===== config.mk =====
export PLATFORM = sky130hd
export DESIGN_NAME = apb_uart_vote
export DESIGN_NICKNAME = d
export VERILOG_FILES = /design/src/rtl/uart_vote_pkg.sv /design/src/rtl/uart_vote_tick.sv /design/src/rtl/uart_vote_fifo.sv /design/src/rtl/uart_vote_rx.sv /design/src/rtl/uart_vote_tx.sv /design/src/rtl/apb_uart_vote.sv
export SDC_FILE = /design/constraint.sdc
export NUM_CORES = 1
export LEC_CHECK = 0
export BUFFER_PORTS_ARGS = -buffer_cell sky130_fd_sc_hd__buf_2
export CORE_ASPECT_RATIO = 2
export CORE_MARGIN = 2
export CORE_UTILIZATION = 50
export DETAILED_ROUTE_END_ITERATION = 6
export HOLD_SLACK_MARGIN = 0.08
export PLACE_DENSITY = 0.82
export SYNTH_ARGS = -nofsm -noshare
export SYNTH_HDL_FRONTEND = slang
export SYNTH_SLANG_ARGS = --single-unit

===== constraint.sdc =====
create_clock -name pclk -period 3 [get_ports pclk]
set_clock_uncertainty 0.05 [all_clocks]
set_input_delay 0.6 -clock pclk [delete_from_list [all_inputs] [get_ports pclk]]
set_output_delay 0.6 -clock pclk [all_outputs]
set_load 0.005 [all_outputs]

===== src/rtl/uart_vote_pkg.sv =====
package uart_vote_pkg;

  // Ticks per serial bit: one lead-in, three voting, one tail.
  localparam int unsigned TICKS_PER_BIT = 5;

  typedef enum logic [1:0] {
    ST_IDLE  = 2'd0,
    ST_START = 2'd1,
    ST_DATA  = 2'd2,
    ST_STOP  = 2'd3
  } line_state_e;

  // Register word indices (byte offset / 4).
  localparam int unsigned WORD_DATA = 0;
  localparam int unsigned WORD_STAT = 1;
  localparam int unsigned WORD_CFG  = 2;

  // Rounded divider reload value for the tick counter.
  function automatic int unsigned baud_divider(input int unsigned clk_hz,
                                               input int unsigned baud);
    int unsigned den;
    den = baud * TICKS_PER_BIT;
    return ((2 * clk_hz + den) / (2 * den)) - 1;
  endfunction

  // Two-of-three majority.
  function automatic logic vote3(input logic a, input logic b, input logic c);
    return (a & b) | (a & c) | (b & c);
  endfunction

endpackage


===== src/rtl/uart_vote_tick.sv =====
module uart_vote_tick #(
  parameter int unsigned DIV_W  = 20,
  parameter int unsigned RELOAD = 20
) (
  input  logic clk,
  input  logic rst_n,
  output logic tick
);
  localparam logic [DIV_W-1:0] LOAD_VAL = DIV_W'(RELOAD);

  logic [DIV_W-1:0] cnt;

  assign tick = (cnt == '0);

  always_ff @(posedge clk or negedge rst_n) begin
    if (!rst_n)    cnt <= LOAD_VAL;
    else if (tick) cnt <= LOAD_VAL;
    else           cnt <= cnt - DIV_W'(1);
  end
endmodule


===== src/rtl/uart_vote_fifo.sv =====
module uart_vote_fifo #(
  parameter int unsigned W     = 8,
  parameter int unsigned DEPTH = 16,
  localparam int unsigned AW   = (DEPTH > 1) ? $clog2(DEPTH) : 1,
  localparam int unsigned CW   = $clog2(DEPTH + 1)
) (
  input  logic          clk,
  input  logic          rst_n,
  input  logic          push,
  input  logic [W-1:0]  wdata,
  input  logic          pop,
  output logic [W-1:0]  rdata,
  output logic [CW-1:0] count,
  output logic          full,
  output logic          empty
);
  logic [W-1:0]  mem [DEPTH];
  logic [AW-1:0] wr_ptr, rd_ptr;
  logic          do_push, do_pop;

  function automatic logic [AW-1:0] bump(input logic [AW-1:0] p);
    return (p == AW'(DEPTH - 1)) ? '0 : p + AW'(1);
  endfunction

  assign full    = (count == CW'(DEPTH));
  assign empty   = (count == '0);
  assign do_push = push && !full;
  assign do_pop  = pop && !empty;
  assign rdata   = mem[rd_ptr];

  always_ff @(posedge clk) begin
    if (do_push) mem[wr_ptr] <= wdata;
  end

  always_ff @(posedge clk or negedge rst_n) begin
    if (!rst_n) begin
      wr_ptr <= '0;
      rd_ptr <= '0;
      count  <= '0;
    end else begin
      if (do_push) wr_ptr <= bump(wr_ptr);
      if (do_pop)  rd_ptr <= bump(rd_ptr);
      case ({do_push, do_pop})
        2'b10:   count <= count + CW'(1);
        2'b01:   count <= count - CW'(1);
        default: count <= count;
      endcase
    end
  end
endmodule


===== src/rtl/uart_vote_rx.sv =====
module uart_vote_rx
  import uart_vote_pkg::*;
#(
  parameter int unsigned DATA_BITS = 8,
  localparam int unsigned IW = (DATA_BITS > 1) ? $clog2(DATA_BITS) : 1
) (
  input  logic                 clk,
  input  logic                 rst_n,
  input  logic                 tick,
  input  logic                 rxd,
  output logic                 byte_valid,
  output logic                 frame_err,
  output logic [DATA_BITS-1:0] byte_data
);
  logic        sync_a, line;
  line_state_e state;
  logic [2:0]  phase, cur;
  logic [1:0]  votes;
  logic        decided;
  logic [IW-1:0] idx;
  logic [DATA_BITS-1:0] shreg;

  // Tick index inside the bit: 0 lead-in, 1..3 voting, 4 tail.
  assign cur       = (phase == 3'd4) ? 3'd0 : phase + 3'd1;
  assign decided   = vote3(votes[0], votes[1], line);
  assign byte_data = shreg;

  always_ff @(posedge clk or negedge rst_n) begin
    if (!rst_n) begin
      sync_a <= 1'b1;
      line   <= 1'b1;
    end else begin
      sync_a <= rxd;
      line   <= sync_a;
    end
  end

  always_ff @(posedge clk or negedge rst_n) begin
    if (!rst_n) begin
      state      <= ST_IDLE;
      phase      <= '0;
      votes      <= '0;
      idx        <= '0;
      shreg      <= '0;
      byte_valid <= 1'b0;
      frame_err  <= 1'b0;
    end else begin
      byte_valid <= 1'b0;
      frame_err  <= 1'b0;
      if (tick) begin
        if (state == ST_IDLE) begin
          if (!line) begin
            state <= ST_START;
            phase <= 3'd0;
          end
        end else begin
          phase <= cur;
          case (cur)
            3'd1: votes[0] <= line;
            3'd2: votes[1] <= line;
            3'd3: begin
              case (state)
                ST_START: if (decided) state <= ST_IDLE;
                ST_DATA:  shreg <= {decided, shreg[DATA_BITS-1:1]};
                ST_STOP: begin
                  state <= ST_IDLE;
                  if (decided) byte_valid <= 1'b1;
                  else         frame_err  <= 1'b1;
                end
                default: ;
              endcase
            end
            3'd0: begin
              case (state)
                ST_START: begin
                  state <= ST_DATA;
                  idx   <= '0;
                end
                ST_DATA: begin
                  if (idx == IW'(DATA_BITS - 1)) state <= ST_STOP;
                  else                           idx   <= idx + IW'(1);
                end
                default: ;
              endcase
            end
            default: ;
          endcase
        end
      end
    end
  end
endmodule


===== src/rtl/uart_vote_tx.sv =====
module uart_vote_tx
  import uart_vote_pkg::*;
#(
  parameter int unsigned DATA_BITS = 8,
  localparam int unsigned IW = (DATA_BITS > 1) ? $clog2(DATA_BITS) : 1
) (
  input  logic                 clk,
  input  logic                 rst_n,
  input  logic                 tick,
  input  logic                 have_data,
  input  logic [DATA_BITS-1:0] data,
  output logic                 load,
  output logic                 txd
);
  line_state_e          state;
  logic [2:0]           phase;
  logic [IW-1:0]        idx;
  logic [DATA_BITS-1:0] shreg;
  logic                 bit_end;

  assign bit_end = (phase == 3'd4);
  assign load    = tick && have_data &&
                   ((state == ST_IDLE) || (state == ST_STOP && bit_end));

  always_ff @(posedge clk or negedge rst_n) begin
    if (!rst_n) begin
      state <= ST_IDLE;
      phase <= '0;
      idx   <= '0;
      shreg <= '0;
      txd   <= 1'b1;
    end else if (tick) begin
      if (load) begin
        state <= ST_START;
        phase <= 3'd0;
        shreg <= data;
        txd   <= 1'b0;
      end else if (state != ST_IDLE) begin
        if (!bit_end) begin
          phase <= phase + 3'd1;
        end else begin
          phase <= 3'd0;
          case (state)
            ST_START: begin
              state <= ST_DATA;
              idx   <= '0;
              txd   <= shreg[0];
            end
            ST_DATA: begin
              if (idx == IW'(DATA_BITS - 1)) begin
                state <= ST_STOP;
                txd   <= 1'b1;
              end else begin
                idx   <= idx + IW'(1);
                shreg <= shreg >> 1;
                txd   <= shreg[1];
              end
            end
            ST_STOP: begin
              state <= ST_IDLE;
              txd   <= 1'b1;
            end
            default: ;
          endcase
        end
      end
    end
  end
endmodule


===== src/rtl/apb_uart_vote.sv =====
module apb_uart_vote
  import uart_vote_pkg::*;
#(
  parameter int unsigned CLK_HZ     = 12_000_000,
  parameter int unsigned BAUD       = 115_200,
  parameter int unsigned DIV_W      = 20,
  parameter int unsigned FIFO_DEPTH = 16,
  parameter int unsigned DATA_BITS  = 8,
  parameter int unsigned ADDR_W     = 12
) (
  input  logic              pclk,
  input  logic              presetn,
  input  logic              psel,
  input  logic              penable,
  input  logic              pwrite,
  input  logic [ADDR_W-1:0] paddr,
  input  logic [31:0]       pwdata,
  output logic [31:0]       prdata,
  output logic              pready,
  input  logic              rxd,
  output logic              txd,
  output logic              irq
);
  localparam int unsigned DIVIDER  = baud_divider(CLK_HZ, BAUD);
  localparam int unsigned CNT_W    = $clog2(FIFO_DEPTH + 1);
  localparam logic [2:0]  LEN_CODE = 3'(DATA_BITS - 1);

  logic                 tick;
  logic [ADDR_W-3:0]    word;
  logic                 access, bus_wr, bus_rd;
  logic                 sel_data, sel_stat;
  logic                 tx_push, tx_pop, tx_full, tx_empty;
  logic                 rx_pop, rx_full, rx_empty;
  logic [CNT_W-1:0]     tx_count, rx_count, tx_free;
  logic [DATA_BITS-1:0] tx_head, rx_head, rx_byte;
  logic                 rx_byte_valid, rx_frame_err;
  logic                 ie_tx, ie_rx, fe_flag, ovr_flag;
  logic                 unused_bits;

  assign pready   = 1'b1;
  assign word     = paddr[ADDR_W-1:2];
  assign access   = psel && penable;
  assign bus_wr   = access && pwrite;
  assign bus_rd   = access && !pwrite;
  assign sel_data = (word == (ADDR_W-2)'(WORD_DATA));
  assign sel_stat = (word == (ADDR_W-2)'(WORD_STAT));
  assign tx_push  = bus_wr && sel_data;
  assign rx_pop   = bus_rd && sel_data;
  assign tx_free  = CNT_W'(FIFO_DEPTH) - tx_count;
  assign unused_bits = ^{paddr[1:0], pwdata[31:26], pwdata[23:8]};

  uart_vote_tick #(.DIV_W(DIV_W), .RELOAD(DIVIDER)) tick_i (
    .clk(pclk), .rst_n(presetn), .tick(tick)
  );

  uart_vote_fifo #(.W(DATA_BITS), .DEPTH(FIFO_DEPTH)) tx_fifo_i (
    .clk(pclk), .rst_n(presetn),
    .push(tx_push), .wdata(pwdata[DATA_BITS-1:0]),
    .pop(tx_pop), .rdata(tx_head),
    .count(tx_count), .full(tx_full), .empty(tx_empty)
  );

  uart_vote_fifo #(.W(DATA_BITS), .DEPTH(FIFO_DEPTH)) rx_fifo_i (
    .clk(pclk), .rst_n(presetn),
    .push(rx_byte_valid), .wdata(rx_byte),
    .pop(rx_pop), .rdata(rx_head),
    .count(rx_count), .full(rx_full), .empty(rx_empty)
  );

  uart_vote_tx #(.DATA_BITS(DATA_BITS)) tx_i (
    .clk(pclk), .rst_n(presetn), .tick(tick),
    .have_data(!tx_empty), .data(tx_head),
    .load(tx_pop), .txd(txd)
  );

  uart_vote_rx #(.DATA_BITS(DATA_BITS)) rx_i (
    .clk(pclk), .rst_n(presetn), .tick(tick), .rxd(rxd),
    .byte_valid(rx_byte_valid), .frame_err(rx_frame_err),
    .byte_data(rx_byte)
  );

  always_ff @(posedge pclk or negedge presetn) begin
    if (!presetn) begin
      ie_tx    <= 1'b0;
      ie_rx    <= 1'b0;
      fe_flag  <= 1'b0;
      ovr_flag <= 1'b0;
    end else begin
      if (bus_wr && sel_stat) begin
        ie_tx <= pwdata[0];
        ie_rx <= pwdata[1];
        if (pwdata[24]) fe_flag  <= 1'b0;
        if (pwdata[25]) ovr_flag <= 1'b0;
      end
      if (rx_frame_err)            fe_flag  <= 1'b1;
      if (rx_byte_valid && rx_full) ovr_flag <= 1'b1;
    end
  end

  assign irq = (ie_tx && tx_empty) || (ie_rx && !rx_empty);

  always_comb begin
    case (word)
      (ADDR_W-2)'(WORD_DATA):
        prdata = {15'd0, !rx_empty, 8'd0, rx_empty ? 8'd0 : 8'(rx_head)};
      (ADDR_W-2)'(WORD_STAT):
        prdata = {6'd0, ovr_flag, fe_flag, 8'(rx_count), 8'(tx_free),
                  6'd0, ie_rx, ie_tx};
      (ADDR_W-2)'(WORD_CFG):
        prdata = {9'd0, LEN_CODE, 20'(DIVIDER)};
      default:
        prdata = 32'd0;
    endcase
  end
endmodule


==> impl_metrics.toml <==
[route]
met3_length_um = 1520
remaining_drc_errors = 0
wl_per_cell_um = 22.9
vias = 8826
drt-total-wl_um = 33700
first_pass_iters = 5
antenna_left = 0
routed.top_layer = "met5"
avgViaCountPerCell = 5.98
detail_route.iter0.violations = 757
wl_met2_um = 19400
met1_length_um = 10900

[worst_hold_path]
hold_depth = 3
min_path_type = "input pin to register"

[critical_path]
crit_type = "register to primary output"
required_ns = 2.35
path_max_fanout = 7
arrival_ns = 2.62
cp-start-kind = "register"
critPathCaptureType = "primary output"
ff2ff_path_depth = 10

[floorplan]
initial_core_util_pct = 50.7
rows = 89
dieWidth_um = 126
fp.dieH_um = 249
ioPinCount = 85
core-area_um2 = 29500
dieArea_um2 = 31400

[grt]
grt_pass1_wl_um = 52100
grt_max_degree = 51
track_usage_pct = 21.6
antenna_found_initial = 1
grt.overflow.total = 0
grt_pass1_vias = 9421

[sta]
tightest_slew_ns = 0.674
timing_hold_violations_final = 0
finalSetupTns_ns = -1.90
rsz0062_at_grt = "true"
holdWs_ns = 0.247
maxSlewHeadroom_pct = 55.1
setup-violations-final = 9
maxSlewViolCount = 0
worst_slack_ns = -0.272
period_minus_slack_ns = 3.27
clock.fmax_mhz = 306
fin_crit_sh_pct = 109

[pwr]
leakage_uw = 0.00610
ir_worst_vdd_uv = 741
cellPowerDensity_nw_per_um2 = 517

[place]
dp_hpwl_um = 23000
place_ws_ns = -0.117
portBuffers = 49
place_area_um2 = 16200
gp_congestion = 0.830

[finish]
final_area_um2 = 17400
area_growth_pct = 16.2
regArea_um2 = 9930
multiInputGateArea_um2 = 4810
drive_gt1_share_pct = 29.1
fillers = 2072
fin_nets = 1173
final_util_pct = 58.9

[clock_network]
clock-sinks = 345
cts_made_buffers = 29
htree_levels = 1
insertion_delay_ns = 0.58
ctsRootBufferMaster = "clkbuf_16"
path_clk_slew_ns = 0.07
clockBufferDepth = 3
tritoncts = "yes"

[synthesis]
synth_flop_cell = "edfxtp_1"
synth_area_um2 = 15000
synth-warning-count = 0
yosysTopAreaCell = "edfxtp_1"
synth_top_cell_area_share_pct = 51.4
synth_commonest_cells = "edfxtp_1, dfrtp_1, nor2_1"
synth_most_common_cell = "edfxtp_1"
async_flop_share_pct = 25.8
yosys.cell_types.count = 63
ys_ff_latch = 345
synth_edf_count = 256
synth_area_leaders = "edfxtp_1, dfrtp_1, mux4_2"
ys_seq_area_share_pct = 66.4
synthCells = 951
synth.avg_cell_area_um2 = 15.7

[run_status]
status = "finished, violations left"
violations = "setup timing"

[job]
maxCapViolations = 0
[cell families after synthesis]
kind of cell	synth area share [%]
AND/OR/NAND/NOR	8.35
XOR/XNOR	1.87
multiplexers	12.3
other	0.0502
adder cells (fa/ha/maj)	3.13
AO/OA/AOI/OAI	5.28
flip-flops	66.4
buffers and inverters	2.67
[sequential cells by signal, indices dropped and copies added, names as in the netlist, 5 cells and up]
signal,flops
tx_fifo_i.mem,128
tx_fifo_i.count,5
rx_fifo_i.count,5
tick_i.cnt,20
rx_fifo_i.mem,128
tx_i.shreg,8
rx_i.byte_data,8
[final cells by class]
class,count,area share [%]
timing repair buffer,146,6.24
clock inverter,15,0.821
clock buffer,39,4.68
tap,364,2.62
inverter,35,0.756
sequential,345,57.2
multi-input combinational,530,27.7
antenna,1,0.0144
[stage by stage]
step	power, uW	std cells
final	8980	1475
after global placement	5310	1411
after detailed placement	5320	1411
after global routing	9190	1474
after floorplan	5240	960
after CTS	9020	1471
[power by group]
part / switching (uW) / leakage, uW / total, uW / internal [uW]
combinational: 79.7 / 0.00250 / 111 / 31.3
clock: 1740 / 0.000459 / 3760 / 2020
sequential: 4.06 / 0.00314 / 5110 / 5100
total: 1820 / 0.00610 / 8980 / 7160
[final timing paths]
kind / end / slack, ns / start
hold reg to reg: rx_i.line / 0.31 / rx_i.sync_a
hold / removal: fe_flag / 0.25 / pwdata[24]
min in group asynchronous: tx_i.idx[1] / 0.56 / presetn
setup reg to reg: tx_fifo_i.count[4] / -0.02 / tick_i.cnt[7]
setup / recovery: prdata[1] / -0.27 / rx_fifo_i.rd_ptr[0]
max in group asynchronous: rx_fifo_i.rd_ptr[0] / 1.65 / presetn
[cells in the final DEF (no fill, tap or decap), types with 5 or more instances in the layout]
| cell | netlist | final |
|---|---|---|
| inv_1 | 35 | 34 |
| nand2_1 | 49 | 49 |
| buf_12 | 0 | 6 |
| buf_2 | 13 | 48 |
| o21ai_0 | 46 | 43 |
| nor2b_1 | 12 | 9 |
| ha_2 | 0 | 5 |
| clkbuf_1 | 17 | 5 |
| and2_1 | 11 | 10 |
| xnor2_1 | 20 | 20 |
| ha_1 | 35 | 30 |
| nor3_1 | 19 | 18 |
| conb_1 | 2 | 11 |
| clkbuf_16 | 0 | 29 |
| dfrtp_1 | 84 | 79 |
| nand3_1 | 20 | 20 |
| edfxtp_1 | 256 | 256 |
| dfrtp_2 | 0 | 5 |
| clkbuf_8 | 0 | 5 |
| mux2i_1 | 17 | 17 |
| a21o_1 | 12 | 12 |
| nand4_1 | 7 | 7 |
| a31oi_1 | 7 | 7 |
| buf_4 | 17 | 87 |
| nand2b_1 | 8 | 8 |
| nor4_4 | 0 | 6 |
| xor2_1 | 12 | 12 |
| a21oi_1 | 11 | 11 |
| nor2_1 | 67 | 65 |
| mux4_2 | 66 | 66 |
| a22oi_1 | 8 | 7 |
| mux2_2 | 15 | 15 |
| a222oi_1 | 7 | 7 |
| a221oi_1 | 7 | 7 |
| dfstp_2 | 5 | 5 |
[worst max-delay path, stage by stage (launching register included)]
cell	delay [ns]
dfrtp_2	0.38
buf_12	0.14
buf_12	0.15
mux4_2	0.55
mux4_2	0.47
a22o_1	0.21
buf_2	0.13
[metal layers]
metal / up-vias / global-route usage (%)
li1: 3901 / -
met1: 4452 / 22.2
met2: 356 / 41.5
met3: 115 / 2.30
met4: 2 / 11.8
met5: - / 0
[what timing repair did]
| item | CTS | global route |
|---|---|---|
| resized for setup | 21 | 14 |
| setup buffers | 3 | 3 |
| endpoints found under the hold margin | 45 | 0 |
| hold buffers | 2 | 0 |
| pin swaps | 8 | 6 |
| endpoints found under the setup margin | 12 | 13 |
| gates cloned | 1 | 0 |
(Power assumes the default switching activity.)
